**config.mk**
```make
export PLATFORM = sky130hd
export DESIGN_NAME = ordering_walker
export DESIGN_NICKNAME = d
export VERILOG_FILES = /design/src/rtl/ordwalk_pkg.sv /design/src/rtl/ow_line_walker.sv /design/src/rtl/ow_pend_counter.sv /design/src/rtl/ow_ctx_fifo.sv /design/src/rtl/ordering_walker.sv
export SDC_FILE = /design/constraint.sdc
export NUM_CORES = 1
export LEC_CHECK = 0
export ABC_AREA = 0
export BUFFER_PORTS_ARGS = -buffer_cell sky130_fd_sc_hd__buf_2
export CAP_MARGIN = 30
export CORE_UTILIZATION = 28
export CTS_BUF_LIST = sky130_fd_sc_hd__clkbuf_2
export CTS_CLUSTER_SIZE = 25
export DETAILED_ROUTE_END_ITERATION = 6
export SLEW_MARGIN = 20
export SYNTH_ARGS = -nofsm -noshare
export SYNTH_HDL_FRONTEND = slang
export SYNTH_SLANG_ARGS = --single-unit
```
**constraint.sdc**
```tcl
create_clock -name clk -period 3.61 [get_ports clk]
set_input_delay 0.722 -clock clk [delete_from_list [all_inputs] [get_ports clk]]
set_output_delay 0.722 -clock clk [all_outputs]
set_load 0.03 [all_outputs]
```
**src/rtl/ordwalk_pkg.sv**
```systemverilog
package ordwalk_pkg;

  typedef enum logic [1:0] {
    ST_IDLE,
    ST_INV,
    ST_FLUSH
  } walk_st_e;

  typedef struct packed {
    logic do_inv;
    logic do_flush;
    logic record;
  } walk_plan_t;

  // Ordering decision for one request, given which counters are busy.
  function automatic walk_plan_t decide(input logic acq, input logic rel,
                                        input logic kern, input logic wb_busy,
                                        input logic inv_busy);
    walk_plan_t p;
    p = '0;
    if (wb_busy && kern) begin
      p.do_inv   = acq && !inv_busy;
      p.do_flush = 1'b0;
      p.record   = rel;
    end else if (kern && rel) begin
      p.do_inv   = 1'b0;
      p.do_flush = 1'b1;
      p.record   = 1'b1;
    end else begin
      p.do_inv   = acq;
      p.do_flush = rel;
      p.record   = 1'b0;
    end
    return p;
  endfunction

endpackage

```
**src/rtl/ow_line_walker.sv**
```systemverilog
module ow_line_walker #(
  parameter int NLINES = 64,
  parameter int LINE_W = (NLINES > 1) ? $clog2(NLINES) : 1
) (
  input  logic              clk,
  input  logic              rst_n,
  input  logic              start,
  input  logic              step,
  output logic [LINE_W-1:0] line,
  output logic              last
);

  localparam logic [LINE_W-1:0] LAST_IDX = LINE_W'(NLINES - 1);

  generate
    if (NLINES == 1) begin : g_single
      assign line = '0;
    end else begin : g_multi
      logic [LINE_W-1:0] idx;
      always_ff @(posedge clk) begin
        if (!rst_n || start) idx <= '0;
        else if (step) idx <= (idx == LAST_IDX) ? '0 : idx + LINE_W'(1);
      end
      assign line = idx;
    end
  endgenerate

  assign last = (line == LAST_IDX);

  p_wrap_r1: assert property (@(posedge clk) disable iff (!rst_n)
    step && !start && last |=> line == '0);

endmodule

```
**src/rtl/ow_pend_counter.sv**
```systemverilog
module ow_pend_counter #(
  parameter int MAXV  = 128,
  parameter int CNT_W = $clog2(MAXV + 1)
) (
  input  logic             clk,
  input  logic             rst_n,
  input  logic             inc,
  input  logic             dec,
  output logic [CNT_W-1:0] cnt,
  output logic             zero,
  output logic             underflow
);

  assign zero      = (cnt == '0);
  assign underflow = dec && !inc && zero;

  always_ff @(posedge clk) begin
    if (!rst_n) cnt <= '0;
    else if (inc && !dec) cnt <= cnt + CNT_W'(1);
    else if (dec && !inc && !zero) cnt <= cnt - CNT_W'(1);
  end

  p_no_overflow_r10: assert property (@(posedge clk) disable iff (!rst_n)
    inc && !dec |-> cnt < CNT_W'(MAXV));

  p_under_hold_r11: assert property (@(posedge clk) disable iff (!rst_n)
    underflow |=> cnt == '0);

  p_dec_step_r5: assert property (@(posedge clk) disable iff (!rst_n)
    dec && !inc && !zero |=> cnt == $past(cnt) - CNT_W'(1));

endmodule

```
**src/rtl/ow_ctx_fifo.sv**
```systemverilog
module ow_ctx_fifo #(
  parameter int DEPTH = 4,
  parameter int CTX_W = 8
) (
  input  logic             clk,
  input  logic             rst_n,
  input  logic             push,
  input  logic [CTX_W-1:0] push_ctx,
  input  logic             pop,
  output logic [CTX_W-1:0] head,
  output logic             empty,
  output logic             full
);

  localparam int PTR_W = (DEPTH > 1) ? $clog2(DEPTH) : 1;
  localparam int OCC_W = $clog2(DEPTH + 1);
  localparam logic [PTR_W-1:0] PTR_LAST = PTR_W'(DEPTH - 1);

  logic [CTX_W-1:0] mem [DEPTH];
  logic [PTR_W-1:0] wp, rp;
  logic [OCC_W-1:0] occ;

  assign empty = (occ == '0);
  assign full  = (occ == OCC_W'(DEPTH));
  assign head  = mem[rp];

  always_ff @(posedge clk) begin
    if (push) mem[wp] <= push_ctx;
  end

  always_ff @(posedge clk) begin
    if (!rst_n) begin
      wp  <= '0;
      rp  <= '0;
      occ <= '0;
    end else begin
      if (push) wp <= (wp == PTR_LAST) ? '0 : wp + PTR_W'(1);
      if (pop)  rp <= (rp == PTR_LAST) ? '0 : rp + PTR_W'(1);
      if (push && !pop) occ <= occ + OCC_W'(1);
      else if (pop && !push) occ <= occ - OCC_W'(1);
    end
  end

  p_push_room_r10: assert property (@(posedge clk) disable iff (!rst_n)
    push |-> !full);

  p_pop_data_r5: assert property (@(posedge clk) disable iff (!rst_n)
    pop |-> !empty);

endmodule

```
**src/rtl/ordering_walker.sv**
```systemverilog
module ordering_walker
  import ordwalk_pkg::*;
#(
  parameter int NLINES     = 64,
  parameter int KEND_DEPTH = 4,
  parameter int CTX_W      = 8,
  parameter int LINE_W     = (NLINES > 1) ? $clog2(NLINES) : 1,
  parameter int CNT_W      = $clog2(2 * NLINES + 1)
) (
  input  logic              clk,
  input  logic              rst_n,
  input  logic              req_valid,
  output logic              req_ready,
  input  logic              req_acq,
  input  logic              req_rel,
  input  logic              req_kern,
  input  logic [CTX_W-1:0]  req_ctx,
  output logic              cmd_valid,
  input  logic              cmd_ready,
  output logic              cmd_flush,
  output logic [LINE_W-1:0] cmd_line,
  input  logic              wb_done,
  input  logic              inv_done,
  output logic [CNT_W-1:0]  wb_pending,
  output logic [CNT_W-1:0]  inv_pending,
  output logic              issue_en,
  output logic              kend_valid,
  input  logic              kend_ready,
  output logic [CTX_W-1:0]  kend_ctx,
  output logic              cnt_underflow
);

  localparam int MAXV = 2 * NLINES;
  localparam logic [CNT_W-1:0] HEADROOM = CNT_W'(NLINES);

  walk_st_e   st;
  logic       then_flush;
  walk_plan_t plan;
  logic       idle, accept, cmd_fire, line_last;
  logic       wb_zero, inv_zero, wb_under, inv_under;
  logic       rec_empty, rec_full, draining, room_ok;

  assign idle = (st == ST_IDLE);
  assign plan = decide(req_acq, req_rel, req_kern, !wb_zero, !inv_zero);

  assign room_ok = (!plan.do_inv   || inv_pending <= HEADROOM) &&
                   (!plan.do_flush || wb_pending  <= HEADROOM) &&
                   (!plan.record   || !rec_full);
  assign draining  = idle && wb_zero && !rec_empty;
  assign req_ready = idle && !draining && room_ok;
  assign accept    = req_valid && req_ready;

  assign cmd_valid = !idle;
  assign cmd_flush = (st == ST_FLUSH);
  assign cmd_fire  = cmd_valid && cmd_ready;

  always_ff @(posedge clk) begin
    if (!rst_n) begin
      st         <= ST_IDLE;
      then_flush <= 1'b0;
    end else if (accept) begin
      if (plan.do_inv) begin
        st         <= ST_INV;
        then_flush <= plan.do_flush;
      end else if (plan.do_flush) begin
        st <= ST_FLUSH;
      end
    end else if (cmd_fire && line_last) begin
      if (st == ST_INV && then_flush) begin
        st         <= ST_FLUSH;
        then_flush <= 1'b0;
      end else begin
        st <= ST_IDLE;
      end
    end
  end

  ow_line_walker #(.NLINES(NLINES), .LINE_W(LINE_W)) u_walk (
    .clk  (clk),
    .rst_n(rst_n),
    .start(accept),
    .step (cmd_fire),
    .line (cmd_line),
    .last (line_last)
  );

  ow_pend_counter #(.MAXV(MAXV), .CNT_W(CNT_W)) u_wb_cnt (
    .clk      (clk),
    .rst_n    (rst_n),
    .inc      (cmd_fire && cmd_flush),
    .dec      (wb_done),
    .cnt      (wb_pending),
    .zero     (wb_zero),
    .underflow(wb_under)
  );

  ow_pend_counter #(.MAXV(MAXV), .CNT_W(CNT_W)) u_inv_cnt (
    .clk      (clk),
    .rst_n    (rst_n),
    .inc      (cmd_fire && !cmd_flush),
    .dec      (inv_done),
    .cnt      (inv_pending),
    .zero     (inv_zero),
    .underflow(inv_under)
  );

  ow_ctx_fifo #(.DEPTH(KEND_DEPTH), .CTX_W(CTX_W)) u_rec (
    .clk     (clk),
    .rst_n   (rst_n),
    .push    (accept && plan.record),
    .push_ctx(req_ctx),
    .pop     (kend_valid && kend_ready),
    .head    (kend_ctx),
    .empty   (rec_empty),
    .full    (rec_full)
  );

  assign kend_valid    = draining;
  assign issue_en      = wb_zero;
  assign cnt_underflow = wb_under || inv_under;

  p_cmd_hold_r9: assert property (@(posedge clk) disable iff (!rst_n)
    cmd_valid && !cmd_ready |=> cmd_valid && $stable(cmd_line) && $stable(cmd_flush));

  p_first_line_r1: assert property (@(posedge clk) disable iff (!rst_n)
    $rose(cmd_valid) |-> cmd_line == '0);

  p_line_step_r1: assert property (@(posedge clk) disable iff (!rst_n)
    cmd_fire && !line_last |=> cmd_valid && cmd_line == $past(cmd_line) + LINE_W'(1));

  p_walk_blocks_r10: assert property (@(posedge clk) disable iff (!rst_n)
    cmd_valid |-> !req_ready);

  p_kend_gate_r5: assert property (@(posedge clk) disable iff (!rst_n)
    kend_valid |-> issue_en && !cmd_valid);

endmodule

```
==> summary.md, run 1 <==
| Metric | Value |
|---|---|
| CP max-delay cell | or4_4 |
| CORE AREA | 11470 um2 |
| Finished Core Util | roughly a third |
| Number of global-route vias before repair | 2362 |
| First-pass GRT wire length | 11.38 mm |
| Switching Share | 45.61% |
| Max_cap viols | 0 |
| Setup_tns | 0 ps |
| Seq pwr share | 34.5% |
| Internal | 1643 uW |
| Crit path depth | 11 |
| Final #Nets | 400 |
| TritonCTS buffer count | 9 |
| Slowest stage delay, CP | just under 600 ps |
| Post-synthesis mux area share | 8.478% |
| Layout cells sized above 1 | 24.93% |
| CTS H-tree depth | 3 |
| Post-synthesis compound-gate area fraction | 9.194% |
| Reg2reg path depth | 11 |
| Largest family of logic cells by synthesized area | simple AND/OR/NAND/NOR gates |
| Total GRT Usage | 11.86% |
| Crit path DAT | 3570 ps |
| Status | finished clean |
| Sw power | roughly 1400 uW |
| Final Cycle Share | a little under nine tenths |
| Post-synth EDFFs | 32 |
| Final setup vio count | 0 |
| Worst-case clock skew | 20.03 ps |
| Yosys cell types | 49 |
| Die Y-Extent | around 110 um |
| Setup bufs post-CTS | 0 |
| Reg clk slew, reported paths | ~200 ps |
| Final worst setup slack | 493.8 ps |
| Clock share of power | 12.6% |
| Initial antenna violation count | 0 |
| Critical Path RT | 4070 ps |
| Number of fill cells | approximately 1200 |
| I/O pins | 54 |
| CTS sink cnt | 66 |
| Mapped Area | 3321 um2 |
| Register area | 1642 um2 |
| Area contributors post-synth | edfxtp_1 29%, dfxtp_1 20%, ha_1 7.2%, mux4_2 5.4%, nor2_1 3.8% |
| Post-synthesis xor/xnor area fraction | 4.748% |
| Fmax | between 300 and 400 MHz |
| Crit path launch type | flip-flop |
| GPL Wtd Cong | between 0.8 and 0.9 |
| PortBufs | 53 |
| Crit Path Class | flip-flop to flip-flop |
| Crit. End Element | flip-flop |
| Worst-margin pin slew | 546.1 ps |
| DP HPWL | 5.100 mm |
| Pre-CTS setup slack | 470.2 ps |
| Syn Area/Cell | between 10 and 15 um2 |
| Full die area | 12300 um2 |
| Final Max Slew Viols | 0 |
| WL final | approximately 6.8 mm |
| R2R Path Start | u_wb_cnt.cnt[3] |
| Final min period | 3116 ps |
| Layout area overhead | 15.83% |
| Residual DRC | 0 |
| Post-Synth Adder-Cell Area | 8.968% |
| Synth Warn # | 0 |
| Worst Hold Launch | req_ctx[4] |
| Hold slack | roughly 420 ps |
| Vias per cell | 4.717 |
| Pwr dens | 785.6 nW/um2 |
| Drt wl/cell | 13.42 um |
| #FFs+latches synth | 66 |
| Clock buffer depth | 2 |
| Final Hold Viols | 0 |
| Yosys top cell area share | 28.94% |
| Hold crit path type | primary input to flip-flop |
| Critical path, cell by cell | or4_4 > or2_1 > a211oi_2 > nor2b_1 > buf_4 > ha_1 > inv_1 > fa_1 > xor2_1 > or3_1 > a21oi_1 |
| Root buffer cell | clkbuf_2 |
| Final instance area | 3846 um2 |
| GR Overflow Total | 0 |
| Worst Path Buf+Inv | 2 |
| Hold Path Sink | u_rec.mem[0][4] |
| RR Endpoint | u_rec.occ[2] |
| Drt initial violations | 91 |
| Post-synth net total | 342 |
| Ys flop type | dfxtp_1 |
| Placed cell area | 3749 um2 |
| CTS tree | done |
| Starting Density | between 20% and 30% |
| # hold bufs at CTS | 0 |
| Static Leak | between 0.0015 and 0.002 uW |
| Most instantiated cells after synthesis | 34 x dfxtp_1, 34 x nor2_1, 32 x edfxtp_1, 25 x nand2_1, 19 x ha_1 |
| Largest net degree at the start of global routing | 16 |
| WHS Path Cells | 1 |
| N_diodes | 0 |
| Clk_lat worst skew | ~500 ps |
| Power share of the combinational group | between 50% and 60% |
| Synthesized instance count | a little over 300 |
| Leading area contributor after synthesis | edfxtp_1 |
| RSZ-0062 raised after global routing | no |
| Width of the die | roughly 110 um |
| Area occupied by multi-input gates | 1610 um2 |
| Worst slew margin | a little under two thirds |
| Post_cts resized | 0 |
| Async set or reset register ratio after synthesis | 0% |
| Crit Path Max Fanout | 9 |
| R2R setup slack | 490 ps |
| FP Rows | 39 |
| CP delay by family, top | simple AND/OR/NAND/NOR gates |
| Simple-gate share of the synthesized area | between 10% and 20% |
| Detailed-route via count | 2396 |
| First-pass DRT Iterations | 4 |
| Sequential area share after synthesis | 49.43% |
| Final ANT Viol Nets | 0 |
| Max IR drop VDD | 0.0004303 V |
## kinds of logic after synthesis
logic type               after synthesis
adder cells (fa/ha/maj)               22
XOR/XNOR                              18
flip-flops                            66
buffers and inverters                 18
AO/OA/AOI/OAI                         47
AND/OR/NAND/NOR                      113
multiplexers                          18
## worst reg2reg max path, delay by kind of cell, from the launching register on
family                   cells  cell delay, ps
AO/OA/AOI/OAI                2             390
XOR/XNOR                     1             180
adder cells (fa/ha/maj)      2             560
buffers and inverters        2             220
flip-flops                   1             380
AND/OR/NAND/NOR              4            1330
## per-layer routing
| metal | vias to the layer above | wire length, um | global-route usage, % |
|---|---|---|---|
| met5 | - | 0 | 0 |
| met4 | 0 | 94 | 4.000 |
| met3 | 8 | 359 | 4.265 |
| met2 | 49 | 3227 | 19.42 |
| met1 | 1121 | 3137 | 14.42 |
| li1 | 1218 | - | - |
## stage by stage
stage	power, uW	std cells
floorplan	2302	302
global placement	2650	492
detailed placement	2664	492
CTS	3061	508
global route	3283	508
finish	3021	508
## power groups by stage
stage | clock network [uW] | registers, uW | logic, uW
detailed placement | 0 | 1060 | 1600
finish | 382 | 1040 | 1600
global route | 431 | 1070 | 1780
floorplan | 0 | 1160 | 1140
global placement | 0 | 1060 | 1590
CTS | 404 | 1050 | 1610
## flip-flops by register name, summed over array words and instances (netlist names), named ones only
name / cells
u_rec.occ: 3
u_wb_cnt.cnt: 8
u_walk.line: 6
u_rec.mem: 32
u_inv_cnt.cnt: 8
u_rec.wp: 2
then_flush: 1
st: 2
u_rec.rp: 2
## worst max-delay path by stage
stage                          startpoint         endpoint
after floorplan                     st[1]  u_wb_cnt.cnt[7]
after global placement          cmd_ready  u_wb_cnt.cnt[7]
after detailed placement        cmd_ready  u_wb_cnt.cnt[7]
after CTS                 u_wb_cnt.cnt[3]        req_ready
after global routing      u_wb_cnt.cnt[3]     u_rec.occ[2]
final                     u_wb_cnt.cnt[3]     u_rec.occ[2]
## layout by cell type (no fill, tap or decap), drive strengths merged, types with 4 or more instances in the layout
cell / Yosys / final
nand3: 8 / 8
clkbuf: 6 / 9
o22ai: 4 / 4
xor2: 9 / 9
o21bai: 4 / 4
and2: 6 / 6
edfxtp: 32 / 32
inv: 10 / 12
ha: 19 / 19
or2: 4 / 4
clkinvlp: 0 / 4
nor3: 13 / 13
o21ai: 7 / 7
o211ai: 4 / 4
or3: 4 / 4
nor2: 34 / 34
a21oi: 16 / 16
xnor2: 9 / 9
buf: 2 / 55
dfxtp: 34 / 34
mux4: 8 / 8
mux2i: 9 / 9
nand2: 26 / 26
## layout make-up
cell class | instances | share of cell area, %
Clock inverter | 7 | 1.366
Clock buffer | 9 | 1.171
Sequential cell | 66 | 42.68
Tap cell | 143 | 4.652
Timing Repair Buffer | 55 | 7.287
Multi-Input combinational cell | 218 | 41.87
Inverter | 10 | 0.9759
Power figures use the tool's default switching activity.
==> run 2: changes to the inputs <==
- CORE_MARGIN: default -> 5
- PLACE_DENSITY: default -> 0.42
==> run 2 against run 1 <==
  * First-iteration DRC count shrank 25%
  * Clock power grew 41%
  * Die area grew 15%
  * Hold slack lost 27 ps
  * Core utilization grew 0.19 points
  * Fmax shrank 0.12%
  * Highest routed layer unchanged
  * Routed wire length grew 7.6%
  * Power grew 5.9%
  * Final area grew 1.0%
  * Largest cell class unchanged
  * Via count shrank 2.3%
  * Largest power group unchanged
==> summary.md, run 2 (synthesis results as in run 1) <==
| Metric | Value |
|---|---|
| Reg clk slew, reported paths | 210 ps (about the same) |
| Biggest regs | u_rec.mem (32), u_inv_cnt.cnt (8), u_wb_cnt.cnt (8) |
| Hold Path Sink | u_rec.mem[2][3] |
| Pwr dens | 823.5 nW/um2 (+4.8%) |
| Layout cells sized above 1 | 24.45% (-0.48 points) |
| Final Cycle Share | 86.43% (+0.11 points) |
| Final #Nets | 399 (-0.25%) |
| WL final | 7.338 mm (+7.6%) |
| First-pass GRT wire length | 12.23 mm (+7.5%) |
| Number of global-route vias before repair | 2420 (+2.5%) |
| Reg with most FFs | u_rec.mem |
| Final Max Slew Viols | 0 (unchanged) |
| Final Hold Viols | 0 (unchanged) |
| Layout Cells excl Fill | 507 (-0.20%) |
| Switching Share | 44.15% (-1.5 points) |
| Reg2reg path depth | 10 (-1) |
| I/O pins | 54 (unchanged) |
| Status | finished clean |
| Worst Hold Launch | req_ctx[3] |
| Final worst setup slack | 489.9 ps (-3.884 ps) |
| Commonest cells after routing, fill and taps aside | 53 x buf_2, 34 x nor2_1, 34 x dfxtp_1 |
| First-pass DRT Iterations | 4 (unchanged) |
| Crit. End Element | primary output |
| Largest net degree at the start of global routing | 24 (+8) |
| CTS H-tree depth | 3 (unchanged) |
| Max IR drop VDD | 0.0004541 V (+5.5%) |
| Full die area | 14140 um2 (+15%) |
| Crit Path Max Fanout | 6 (-3) |
| Pre-CTS setup slack | 470.4 ps (+0.1950 ps) |
| Internal | 1787 uW (+8.7%) |
| CORE AREA | 11520 um2 (+0.43%) |
| GPL Wtd Cong | 0.7721 (-7.6%) |
| Final min period | 3120 ps (+3.884 ps) |
| Die Y-Extent | 118.9 um (+7.2%) |
| Fmax | 320.5 MHz (-0.12%) |
| Area occupied by multi-input gates | 1610 um2 (unchanged) |
| Max FFs per register | 32 (unchanged) |
| Drt initial violations | 68 (-25%) |
| PortBufs | 53 (unchanged) |
| WHS Path Cells | 1 (unchanged) |
| TritonCTS buffer count | 9 (unchanged) |
| CTS tree | done |
| Critical Path RT | 2890 ps (-1180 ps) |
| Root buffer cell | clkbuf_2 |
| R2R Path Start | u_wb_cnt.cnt[3] |
| Static Leak | 0.001540 uW (+2.0%) |
| FP Rows | 39 (unchanged) |
| Detailed-route via count | 2340 (-2.3%) |
| # hold bufs at CTS | 0 (unchanged) |
| Initial antenna violation count | 0 (unchanged) |
| RR Endpoint | u_rec.occ[2] |
| Setup_tns | 0 ps (unchanged) |
| DP HPWL | 5.302 mm (+4.0%) |
| Starting Density | 28.84% (-0.12 points) |
| RSZ-0062 raised after global routing | no |
| Worst-margin pin slew | 816.1 ps (+270.0 ps) |
| Post_cts resized | 0 (unchanged) |
| Seq pwr share | 32.8% (-1.7 points) |
| Crit Path Class | flip-flop to primary output |
| Crit path launch type | flip-flop |
| Clock share of power | 16.8% (+4.2 points) |
| GR Overflow Total | 0 (unchanged) |
| Worst slew margin | 45.54% (-18 points) |
| Clk_lat worst skew | 530 ps (+30 ps) |
| Layout area overhead | 16.99% |
| N_diodes | 0 (unchanged) |
| Final ANT Viol Nets | 0 (unchanged) |
| Number of fill cells | 1187 (+2.0%) |
| Sw power | 1412 uW (+2.5%) |
| Max_cap viols | 0 (unchanged) |
| Commonest non-fill, non-tap cell in the layout | buf_2 |
| Vias per cell | 4.615 (-2.1%) |
| Register area | 1642 um2 (unchanged) |
| Hold crit path type | primary input to flip-flop |
| Residual DRC | 0 (unchanged) |
| Total GRT Usage | 11.05% (-0.81 points) |
| CTS sink cnt | 66 (unchanged) |
| Width of the die | 118.9 um (+7.2%) |
| Setup bufs post-CTS | 0 (unchanged) |
| Power share of the combinational group | 50.5% (-2.4 points) |
| Clock buffer depth | 2 (unchanged) |
| Worst-case clock skew | 22.19 ps (+2.158 ps) |
| Drt wl/cell | 14.47 um (+7.8%) |
| DP Cell Count | 491 (-0.20%) |
| Crit path DAT | 2400 ps (-1170 ps) |
| R2R setup slack | 560 ps (+70 ps) |
| Final setup vio count | 0 (unchanged) |
==> run 2: cell count changes in the layout (fill, tap and decap cells not counted) <==
cell        before  now
clkinv_1         0    1
inv_6            2    4
buf_4            2    1
clkinvlp_4       4    0
clkinv_2         1    0
bufinv_16        0    2
==> run 2: through the flow <==
step	cell area (um2)	hold WS [ps]	power, uW	util, %
after global routing	3885	288.9	3479	33.74
after CTS	3885	319.8	3257	33.74
after floorplan	3321	454.1	2302	-
after global placement	3741	480.7	2697	32.49
final	3885	389.4	3199	33.74
after detailed placement	3741	481.1	2690	32.49
==> run 2: how the worst max path moves through the flow <==
stage,startpoint,endpoint,slack [ps],depth (start not counted)
4_1_cts,u_wb_cnt.cnt[0],req_ready,410,5
3_5_place_dp,cmd_ready,u_wb_cnt.cnt[7],470,10
5_1_grt,u_wb_cnt.cnt[0],req_ready,270,5
2_1_floorplan,st[1],u_wb_cnt.cnt[7],460,11
3_3_place_gp,cmd_ready,u_wb_cnt.cnt[7],500,10
6_report,u_wb_cnt.cnt[0],req_ready,490,5
==> run 2: layout make-up <==
class | instances | area share (%)
Inverter | 10 | 0.9662
Sequential cell | 66 | 42.25
Multi-Input combinational cell | 218 | 41.45
Tap cell | 143 | 4.605
Clock buffer | 9 | 1.159
Clock inverter | 7 | 2.544
Timing Repair Buffer | 54 | 7.021
==> run 2: power groups by stage <==
stage | clock [uW] | combinational, uW | sequential [uW]
after floorplan | 0 | 1140 | 1160
after global placement | 0 | 1630 | 1070
after detailed placement | 0 | 1620 | 1070
after CTS | 568 | 1640 | 1050
after global routing | 602 | 1800 | 1080
final | 537 | 1610 | 1050
==> run 2: critical path, cell delays in order (launching register included) <==
cell,delay (ps)
dfxtp_1,420
or4_4,560
o21ai_0,390
o211ai_1,160
o2111a_1,170
buf_2,180
==> run 2: routing by layer <==
metal | part of all wire [%] | track usage (%)
met4 | 1.3 | 3.910
met2 | 46 | 17.55
met1 | 48 | 13.89
met3 | 4.1 | 4.028
met5 | 0 | 0
==> run 3: changes to the inputs <==
- CORE_UTILIZATION: 28 -> 58
- PLACE_DENSITY: 0.42 -> 0.79
==> run 3 against run 2 <==
  * Via count is 3.3% higher
  * Flip-flop and latch count unchanged
  * Register-to-register slack worse by 20 ps
  * Hold slack better by 56 ps
  * Largest cell class unchanged
==> summary.md, run 3 (synthesis results as in run 1) <==
| Metric | Value |
|---|---|
| Status | finished clean |
| I/O pins | 54 (unchanged) |
| Setup_tns | 0 ps (unchanged) |
| Register area | 1642 um2 (unchanged) |
| Max IR drop VDD | 0.0006053 V (+33%) |
| Final ANT Viol Nets | 0 (unchanged) |
| Die Y-Extent | 85.67 um (-28%) |
| Final Max Slew Viols | 0 (unchanged) |
| Clock buffer depth | 2 (unchanged) |
| Slowest stage delay, CP | 570 ps (about the same) |
| Crit. End Element | flip-flop |
| Final Cycle Share | 85.03% (-1.4 points) |
| RSZ-0062 raised after global routing | no |
| Clk_lat worst skew | 480 ps (-50 ps) |
| Residual DRC | 0 (unchanged) |
| Crit Path Max Fanout | 5 (-1) |
| Max_cap viols | 0 (unchanged) |
| Final setup vio count | 0 (unchanged) |
| CP max-delay cell | or4_4 |
| Worst-margin pin slew | 763.7 ps (-52.35 ps) |
| Max FFs per register | 32 (unchanged) |
| Vias per cell | 5.544 (+20%) |
| GR Overflow Total | 0 (unchanged) |
| Crit Path Class | flip-flop to flip-flop |
| Layout area overhead | 12.96% |
| FP Rows | 27 (-31%) |
| Largest net degree at the start of global routing | 24 (unchanged) |
| CTS sink cnt | 66 (unchanged) |
| Width of the die | 85.67 um (-28%) |
| Critical Path RT | 4020 ps (+1130 ps) |
| Placed cell area | 3652 um2 (-2.4%) |
| N_diodes | 0 (unchanged) |
| Reg with most FFs | u_rec.mem |
| Reg clk slew, reported paths | 210 ps (about the same) |
| Setup bufs post-CTS | 0 (unchanged) |
| Biggest regs | u_rec.mem (32), u_inv_cnt.cnt (8), u_wb_cnt.cnt (8) |
| PortBufs | 53 (unchanged) |
| Worst Path Buf+Inv | 1 (unchanged) |
| R2R setup slack | 540 ps (-20 ps) |
| Number of fill cells | 455 (-62%) |
| Commonest non-fill, non-tap cell in the layout | buf_2 |
| Drt initial violations | 103 (+51%) |
| DP HPWL | 4.787 mm (-9.7%) |
| Layout cells sized above 1 | 24.73% (+0.27 points) |
| First-pass DRT Iterations | 4 (unchanged) |
| Final instance area | 3751 um2 (-3.4%) |
| WL final | 6.422 mm (-12%) |
| Final #Nets | 399 (unchanged) |
| Worst slew margin | 49.03% (+3.5 points) |
| Hold crit path type | primary input to flip-flop |
| CORE AREA | 5540 um2 (-52%) |
| Initial antenna violation count | 0 (unchanged) |
| Critical path, cell by cell | or4_4 > or2_1 > a211oi_2 > nor2b_1 > ha_1 > inv_1 > fa_1 > xor2_1 > or3_1 > a21oi_1 |
| CP delay by family, top | simple AND/OR/NAND/NOR gates |
| Worst-case clock skew | 33.84 ps (+11.64 ps) |
| Root buffer cell | clkbuf_2 |
| Starting Density | 59.94% (+31 points) |
| TritonCTS buffer count | 9 (unchanged) |
| Crit path launch type | flip-flop |
| CTS tree | done |
| Fmax | 325.8 MHz (+1.7%) |
| Commonest cells after routing, fill and taps aside | 53 x buf_2, 34 x nor2_1, 34 x dfxtp_1 |
| Detailed-route via count | 2417 (+3.3%) |
| Crit path DAT | 3480 ps (+1080 ps) |
| Area occupied by multi-input gates | 1610 um2 (unchanged) |
| CTS H-tree depth | 3 (unchanged) |
| Final min period | 3069 ps (-50.71 ps) |
| Post_cts resized | 0 (unchanged) |
| Static Leak | 0.001509 uW (-2.0%) |
| Full die area | 7338 um2 (-48%) |
| Drt wl/cell | 14.73 um (+1.8%) |
| Number of global-route vias before repair | 2328 (-3.8%) |
| Final Hold Viols | 0 (unchanged) |
| GPL Wtd Cong | 0.9046 (+17%) |
| Pwr dens | 802.6 nW/um2 (-2.5%) |
| First-pass GRT wire length | 10.65 mm (-13%) |
| # hold bufs at CTS | 0 (unchanged) |
| Total GRT Usage | 18.46% (+7.4 points) |
## run 3: worst paths after layout
check                           cells after the start              end            start
worst max-delay path                               10     u_rec.occ[2]  u_wb_cnt.cnt[3]
worst min-delay path                                1  u_rec.mem[3][3]       req_ctx[3]
worst max register to register                     10     u_rec.occ[2]  u_wb_cnt.cnt[3]
worst min register to register                      2   u_walk.line[1]   u_walk.line[1]
## run 3: through the flow
step	util, %	cells	worst slack [ps]	power, uW	hold WS (ps)
floorplan	-	302	462.0	2302	454.1
CTS	67.71	436	522.2	3032	410.4
global placement	65.92	420	560.0	2623	474.4
finish	67.71	436	540.6	3011	445.4
global route	67.71	436	298.7	3262	368.9
detailed placement	65.92	420	513.2	2649	487.9
## run 3: area by class of cell
cell class,instances,share of cell area (%)
flip-flops and latches,66,43.76
multi-input cells,218,42.93
repair buffers,54,7.272
well taps,72,2.402
clock inverters,7,1.434
clock buffers,9,1.201
inverters,10,1.001
## run 3: report_power, final
group | internal (uW) | leakage [uW] | switching (uW) | total, uW
combinational | 650 | 0.000888 | 943 | 1590
sequential | 901 | 0.000567 | 139 | 1040
clock | 94.9 | 0.0000549 | 282 | 377
## run 3: layer usage
metal | GRT usage (%) | part of all wire [%]
met5 | 0 | 0
met4 | 5.612 | 1.0
met2 | 31.36 | 50
met3 | 4.419 | 4.3
met1 | 23.40 | 44
